`config.mk`:
```
export PLATFORM = sky130hd
export DESIGN_NAME = msi_irq_xlate
export DESIGN_NICKNAME = d
export VERILOG_FILES = /design/src/rtl/msi_xlate_pkg.sv /design/src/rtl/msi_reg_decode.sv /design/src/rtl/msi_pulse_gen.sv /design/src/rtl/msi_irq_xlate.sv
export SDC_FILE = /design/constraint.sdc
export NUM_CORES = 1
export LEC_CHECK = 0
export BUFFER_PORTS_ARGS = -buffer_cell sky130_fd_sc_hd__buf_2
export CAP_MARGIN = 0
export CORE_ASPECT_RATIO = 1.4
export CORE_MARGIN = 8
export CORE_UTILIZATION = 42
export DETAILED_ROUTE_END_ITERATION = 8
export GPL_TIMING_DRIVEN = 0
export PLACE_DENSITY = 0.85
export SLEW_MARGIN = 40
export SYNTH_ARGS = -nofsm -noshare
export SYNTH_HDL_FRONTEND = slang
export SYNTH_SLANG_ARGS = --single-unit
```
`constraint.sdc`:
```
create_clock -name clk -period 1.5 [get_ports clk]
set_input_delay 0.3 -clock clk [delete_from_list [all_inputs] [get_ports clk]]
set_output_delay 0.3 -clock clk [all_outputs]
set_load 0.03 [all_outputs]
```
`src/rtl/msi_xlate_pkg.sv`:
```
package msi_xlate_pkg;

    localparam int ADDR_W = 12;
    localparam int DATA_W = 32;
    localparam int ID_W   = 10;
    localparam int SPI_OFFSET = 32;
    localparam int MAX_LINES  = 128;
    localparam int MAX_ID     = 1020;

    localparam logic [ADDR_W-1:0] OFS_TYPE     = 12'h008;
    localparam logic [ADDR_W-1:0] OFS_DOORBELL = 12'h040;
    localparam logic [ADDR_W-1:0] OFS_IFID     = 12'hFCC;
    localparam logic [ADDR_W-1:0] OFS_IDBLK_LO = 12'hFD0;
    localparam logic [ADDR_W-1:0] OFS_IDBLK_HI = 12'hFFC;

    localparam logic [DATA_W-1:0] IFID_VALUE = 32'h0510_0000;

    typedef enum logic [2:0] {
        SEL_NONE,
        SEL_TYPE,
        SEL_DOORBELL,
        SEL_IFID,
        SEL_IDBLK
    } reg_sel_e;

endpackage

```
`src/rtl/msi_reg_decode.sv`:
```
module msi_reg_decode
    import msi_xlate_pkg::*;
(
    input  logic [ADDR_W-1:0] addr,
    output reg_sel_e          sel
);

    always_comb begin
        if (addr == OFS_TYPE)
            sel = SEL_TYPE;
        else if (addr == OFS_DOORBELL)
            sel = SEL_DOORBELL;
        else if (addr == OFS_IFID)
            sel = SEL_IFID;
        else if (addr >= OFS_IDBLK_LO && addr <= OFS_IDBLK_HI)
            sel = SEL_IDBLK;
        else
            sel = SEL_NONE;
    end

endmodule

```
`src/rtl/msi_pulse_gen.sv`:
```
module msi_pulse_gen
    import msi_xlate_pkg::*;
#(
    parameter int BASE_SPI  = 0,
    parameter int NUM_LINES = 64
) (
    input  logic                 clk,
    input  logic                 rst_n,
    input  logic                 fire,
    input  logic [ID_W-1:0]      id,
    output logic [NUM_LINES-1:0] pulse
);

    localparam int FIRST_ID = BASE_SPI + SPI_OFFSET;

    logic [31:0]          id_ext;
    logic [NUM_LINES-1:0] pulse_nxt;

    assign id_ext = {{(32-ID_W){1'b0}}, id};

    for (genvar i = 0; i < NUM_LINES; i++) begin : g_line
        assign pulse_nxt[i] = fire && (id_ext == 32'(FIRST_ID + i));
    end

    always_ff @(posedge clk) begin
        if (!rst_n)
            pulse <= '0;
        else
            pulse <= pulse_nxt;
    end


    pulse_onehot_chk: assert property (@(posedge clk) disable iff (!rst_n)
        $onehot0(pulse));


    pulse_needs_fire_chk: assert property (@(posedge clk) disable iff (!rst_n)
        !fire |=> pulse == '0);

endmodule

```
`src/rtl/msi_irq_xlate.sv`:
```
module msi_irq_xlate
    import msi_xlate_pkg::*;
#(
    parameter int BASE_SPI  = 0,
    parameter int NUM_LINES = 64
) (
    input  logic                 clk,
    input  logic                 rst_n,
    input  logic [11:0]          bus_addr,
    input  logic                 bus_rd,
    input  logic                 bus_wr,
    input  logic [31:0]          bus_wdata,
    input  logic [2:0]           bus_size,
    output logic [31:0]          bus_rdata,
    output logic [NUM_LINES-1:0] irq_pulse
);

    localparam int FIRST_ID = BASE_SPI + SPI_OFFSET;
    localparam logic [DATA_W-1:0] TYPE_VALUE =
        (32'(FIRST_ID) << 16) | 32'(NUM_LINES);


    initial begin
        lines_limit_chk: assert (NUM_LINES >= 1 && NUM_LINES <= MAX_LINES)
            else $error("NUM_LINES out of range");
        id_limit_chk: assert (FIRST_ID + NUM_LINES <= MAX_ID)
            else $error("interrupt window exceeds the id limit");
    end

    reg_sel_e         sel;
    logic             wr_size_ok;
    logic             rd_size_ok;
    logic             fire;
    logic [15:0]      low_half;
    logic [ID_W-1:0]  irq_id;
    logic [DATA_W-1:0] rd_value;
    logic             unused_wdata_bits;

    msi_reg_decode u_decode (
        .addr (bus_addr),
        .sel  (sel)
    );

    assign wr_size_ok = (bus_size == 3'd2) || (bus_size == 3'd4);
    assign rd_size_ok = (bus_size == 3'd4);
    assign low_half   = bus_wdata[15:0];
    assign irq_id     = low_half[ID_W-1:0];
    assign fire       = bus_wr && wr_size_ok && (sel == SEL_DOORBELL);
    assign unused_wdata_bits = ^{bus_wdata[31:16], low_half[15:ID_W]};

    msi_pulse_gen #(
        .BASE_SPI  (BASE_SPI),
        .NUM_LINES (NUM_LINES)
    ) u_pulse (
        .clk   (clk),
        .rst_n (rst_n),
        .fire  (fire),
        .id    (irq_id),
        .pulse (irq_pulse)
    );

    always_comb begin
        unique case (sel)
            SEL_TYPE:     rd_value = TYPE_VALUE;
            SEL_IFID:     rd_value = IFID_VALUE;
            SEL_IDBLK:    rd_value = '0;
            SEL_DOORBELL: rd_value = '0;
            SEL_NONE:     rd_value = '0;
            default:      rd_value = '0;
        endcase
    end

    always_ff @(posedge clk) begin
        if (!rst_n)
            bus_rdata <= '0;
        else if (bus_rd)
            bus_rdata <= rd_size_ok ? rd_value : '0;
    end


    rdata_hold_chk: assert property (@(posedge clk) disable iff (!rst_n)
        !bus_rd |=> $stable(bus_rdata));


    rd_bad_size_chk: assert property (@(posedge clk) disable iff (!rst_n)
        (bus_rd && bus_size != 3'd4) |=> bus_rdata == '0);


    ifid_read_chk: assert property (@(posedge clk) disable iff (!rst_n)
        (bus_rd && bus_size == 3'd4 && bus_addr == 12'hFCC)
            |=> bus_rdata == 32'h0510_0000);


    pulse_source_chk: assert property (@(posedge clk) disable iff (!rst_n)
        !(bus_wr && bus_addr == 12'h040) |=> irq_pulse == '0);


    wr_bad_size_chk: assert property (@(posedge clk) disable iff (!rst_n)
        (bus_wr && bus_size != 3'd2 && bus_size != 3'd4) |=> irq_pulse == '0);

endmodule

```
# Word level (Yosys, flattened, before mapping)
# Index checks and enable logic that the tools add are counted.
[word_totals] ff_bits=96 output_inout_bits=96 wordCells=150
[op_classes] magnitude_cmp=2 eq_ne=72 n_mux=6 reduce_logical=68
[ops] op="$eq 10x6->1 const B" count=32
[ops] op="$eq 10x7->1 const B" count=32
[ops] op="$logic_and 1x1->1" count=67
[ops] op="$pmux 27 s2" count=1
[ops] op="$mux 32" count=1
[ops] op="$eq 12x12->1 const B" count=1
[ops] op="$eq 12x4->1 const B" count=1
[ops] op="$eq 12x7->1 const B" count=1
[ops] op="$ge 12x12->1 const B" count=1
[ops] op="$le 12x12->1 const B" count=1
[ops] op="$mux 3" count=4
[ops] op="$eq 3x2->1 const B" count=3
[ops] op="$eq 3x1->1 const B" count=1
[ops] op="$eq 3x3->1 const B" count=1
[ops] op="$logic_or 1x1->1" count=1

# Depth between registers and ports, before layout
[depth] ltp_word=9 mapped_depth=5 mapped_depth_nobuf=3

# By module
# From an unflattened synthesis, not the netlist that was laid out.
[hier_totals] cells_unflattened=229 area_unflattened_um2=2508.7
[by_module_without_submodules] mod="msi_pulse_gen" instances=1 cells_per_inst=170 area_per_inst_um2=2068.2 seq_area_each_um2=1281.2
[by_module_without_submodules] mod="msi_irq_xlate" instances=1 cells_per_inst=43 area_per_inst_um2=344.1 seq_area_each_um2=40.0
[by_module_without_submodules] mod="msi_reg_decode" instances=1 cells_per_inst=16 area_per_inst_um2=96.3 seq_area_each_um2=0.0

# Worst setup path after synthesis
# OpenSTA, ideal clock, no wires.
[synth_path] path_kind="in2reg" from="input bus_addr[2]" to="register u_pulse.pulse[15]" setup_ns=0.079 arrival_ns=1.269 t_required_ns=1.421 path_slack_ns=0.153 path_stages=4 cell_sequence="nor4_4 nand4_4 buf_6 nor3_1"
[synth_via] elab_chain_len=9 elab_cells_between_ends=13
[synth_lines] element="start, declared" line_no="msi_irq_xlate.sv:9" source="input logic [11:0] bus_addr,"
[synth_lines] element="$ge 12x12->1 or $le 12x12->1 (tied branches)" line_no="msi_reg_decode.sv:15" source="else if (addr >= OFS_IDBLK_LO && addr <= OFS_IDBLK_HI)"
[synth_lines] element="$logic_and 1x1->1" line_no="msi_reg_decode.sv:15"
[synth_lines] element="$mux 3" line_no="msi_reg_decode.sv:15"
[synth_lines] element="$mux 3" line_no="msi_reg_decode.sv:13" source="else if (addr == OFS_IFID)"
[synth_lines] element="$mux 3" line_no="msi_reg_decode.sv:11" source="else if (addr == OFS_DOORBELL)"
[synth_lines] element="$mux 3 *" line_no="msi_reg_decode.sv:9" source="if (addr == OFS_TYPE)"
[synth_lines] element="$eq 3x2->1 *" line_no="msi_irq_xlate.sv:48" source="assign fire = bus_wr && wr_size_ok && (sel == SEL_DOORBELL);"
[synth_lines] element="$logic_and 1x1->1 *" line_no="msi_irq_xlate.sv:48"
[synth_lines] element="$logic_and 1x1->1 *" line_no="msi_pulse_gen.sv:22" source="assign pulse_nxt[i] = fire && (id_ext == 32'(FIRST_ID + i));"
[synth_lines] element="end signal, assigned" line_no="msi_pulse_gen.sv:29" source="pulse <= pulse_nxt;"
[synth_lines] element="end, declared" line_no="msi_pulse_gen.sv:11" source="output logic [NUM_LINES-1:0] pulse"
# Mark *: on every way between the ends. The rest lies on a longest branch, timed or not.
# A chain may end at the register's enable or synchronous reset.

# Worst setup path after layout
[layout_path] from="input bus_size[1]" to="register u_pulse.pulse[28]"
[layout_via] elab_chain_len=5 elab_cells_between_ends=6
[layout_lines] element="start, declared" line_no="msi_irq_xlate.sv:13" source="input logic [2:0] bus_size,"
[layout_lines] element="$eq 3x2->1 or $eq 3x3->1 (tied branches)" line_no="msi_irq_xlate.sv:44" source="assign wr_size_ok = (bus_size == 3'd2) || (bus_size == 3'd4);"
[layout_lines] element="$logic_or 1x1->1 *" line_no="msi_irq_xlate.sv:44"
[layout_lines] element="$logic_and 1x1->1 * (2 in series)" line_no="msi_irq_xlate.sv:48"
[layout_lines] element="$logic_and 1x1->1 *" line_no="msi_pulse_gen.sv:22"
# Marked as above.

==> results.sh <==
export IMPL_area_growth_syn_to_layout_pct=38.4
export IMPL_synth_top_cell_area_share=0.558
export IMPL_antenna_left=0
export IMPL_p_leak_nw=1.56
export IMPL_tritoncts="yes"
export IMPL_fin_setup_tns_ns=0
export IMPL_ys_seq_area_frac=0.558
export IMPL_vdd_drop_max_mv=0.658
export IMPL_root_buffer="clkbuf_8"
export IMPL_worstPathRequired_ns=1.76
export IMPL_place_gp_congestion=0.817
export IMPL_postPlaceCellArea_mm2=0.00304
export IMPL_final_max_slew_viol_count=0
export IMPL_place_ws_ns=-0.187
export IMPL_synth_distinct_cells=28
export IMPL_drtPass1Iterations=4
export IMPL_clk_transition_reported_paths_ns=0.07
export IMPL_cts_sinks=66
export IMPL_hpwl_mm=5.36
export IMPL_port_buffers=97
export IMPL_skew_ns=0
export IMPL_worstPathMaxFanout=10
export IMPL_grt_max_degree=13
export IMPL_worst_setup_path_end_kind="register"
export IMPL_timing_fmax_ghz=0.761
export IMPL_critical_path_class="input port to register"
export IMPL_synth_top_cells_by_count="dfxtp_1, nor3_1, buf_4, nand2_1, nand4_1"
export IMPL_yosys_warnings=0
export IMPL_power_density_mw_per_mm2=1130
export IMPL_clk_latency_ns=0.34
export IMPL_ys_seq_elements=66
export IMPL_drive_gt1_frac=0.433
export IMPL_post_route_period_util=0.876
export IMPL_drc_errors=0
export IMPL_synth_top_family_by_area="simple AND/OR/NAND/NOR gates"
export IMPL_worst_pin_slew_ns=0.504
export IMPL_rsz0062_at_grt="false"
export IMPL_grt_pass1_vias=2130
export IMPL_synth_compound_area_frac=0.00634
export IMPL_placed_cells=418
export IMPL_synth_area_mm2=0.00237
export IMPL_die_h_um=105
export IMPL_synthFlopType="dfxtp_1"
export IMPL_status="finished, final reports clean"
export IMPL_dieArea_mm2=0.00833
export IMPL_synth_area_mux_share=0
export IMPL_path_cells="buf_2 -> xor2_1 -> nand4b_4 -> buf_6 -> nor3_1"
export IMPL_max_cap_viol_count=0
export IMPL_crit_family="simple AND/OR/NAND/NOR gates"
export IMPL_cts_htree_levels=3
export IMPL_fin_area_mm2=0.00328
export IMPL_antenna_found_initial=0
export IMPL_synth_adder_area_share=0
export IMPL_slew_headroom=0.663
export IMPL_min_path_type="input port to register"
export IMPL_wl_mm=6.62
export IMPL_diodes=0
export IMPL_cp_arrival_ns=1.57
export IMPL_critPathBufInv=2
export IMPL_avgRoutedWirePerCell_um=15.2
export IMPL_grt_usage=0.159
export IMPL_numCtsBuffers=9
export IMPL_cp_start_kind="input port"
export IMPL_grt_pass1_wl_mm=10.4
export IMPL_drt_iter0_drc=164
export IMPL_hold_viol_final=0
export IMPL_netlist_instances=227
export IMPL_top_level_ports=147
export IMPL_crit_path_top_delay_cell="xor2_1"
export IMPL_fin_crit_ns=1.31
export IMPL_worst_path_stages=5
export IMPL_overflow=0
export IMPL_synthSimpleGateAreaFrac=0.298
export IMPL_finalNonFillerCells=435
export IMPL_die_w_um=79.5
export IMPL_avgSynthCellArea_um2=10.4
export IMPL_hold_depth=2
export IMPL_synthArstFlopShare=0
export IMPL_num_nets_final=413
export IMPL_synth_edf_count=0
export IMPL_r2r_cells=2
export IMPL_finalPower_mw=3.70
export IMPL_yosys_top_cells_area="dfxtp_1, nor3_1, buf_4"
export IMPL_synth_area_leader_cell="dfxtp_1"
export IMPL_worst_slack_ns=0.186
export IMPL_cts_path_max_buffers=2
export IMPL_vias=2059
export IMPL_rows=32
export IMPL_setup_violations=0
export IMPL_yosysMostFrequentCell="dfxtp_1"
export IMPL_max_stage_delay_ns=0.43
export IMPL_start_util=0.432
export IMPL_coreArea_mm2=0.00549
export IMPL_via_per_inst=4.73
export IMPL_synthXorXnorAreaFrac=0.00370
flip-flops by register name, indices dropped and copies added, names as in the netlist:
| register | cells |
|---|---|
| u_pulse.pulse | 64 |
| bus_rdata | 2 |
final timing paths:
check | startpoint | end | slack, ns
setup / recovery | bus_size[1] | u_pulse.pulse[28] | 0.19
hold / removal | bus_addr[6] | bus_rdata[21] | 0.17
setup reg to reg | bus_rdata[24] | bus_rdata[24] | 0.94
hold reg to reg | bus_rdata[21] | bus_rdata[21] | 0.48
kinds of logic after synthesis:
family / count (synthesis)
AOI/OAI and AO/OA: 2
DFF: 66
and+or+nand+nor: 115
buffers and inverters: 42
xor gates and xnor gates: 1
other: 1
worst register-to-register path, stage by stage (launching register included):
cell and delay [ns]:
dfxtp_1 0.37, nand2_1 0.06, o31ai_1 0.05
through the flow:
stage | utilization | hold slack (ns)
5_1_grt | 0.597 | 0.167
4_1_cts | 0.595 | 0.157
3_5_place_dp | 0.554 | 0.482
2_1_floorplan | - | 0.402
3_3_place_gp | 0.554 | 0.469
6_report | 0.597 | 0.167
cell type report:
| class | count | area, um2 |
|---|---|---|
| fillers | 474 | 2210 |
| flip-flops and latches | 66 | 1320 |
| multi-input cells | 145 | 838 |
| repair buffers | 98 | 493 |
| plain buffers | 42 | 313 |
| clock buffers | 10 | 138 |
| clock inverters | 6 | 88.8 |
| well taps | 68 | 85.1 |
cells in the final DEF (no fill, tap or decap), drive strengths merged, types with 3 or more instances in the layout:
cell type / n
conb: 27
nand4: 11
nand2: 10
clkbuf: 11
nor4: 6
nand3: 6
buf: 139
dfxtp: 66
nand4b: 4
nor3: 59
nor2b: 5
nor4b: 3
power breakdown:
group | switching, mW | internal, mW
combinational | 0.187 | 0.101
sequential | 0.000000883 | 1.75
clock | 0.683 | 0.983
total | 0.870 | 2.83
metal layers:
layer	global-route usage	share of wire
met5	0	0
met4	0.0545	0.016
met3	0.0849	0.12
met2	0.270	0.51
met1	0.158	0.36
what timing repair did:
item,in CTS,in global routing
hold buffers,0,0
setup endpoints to repair,0,17
buffers inserted,0,1
gates resized for setup,0,1
Note: power is estimated with default switching activity, not from simulation.
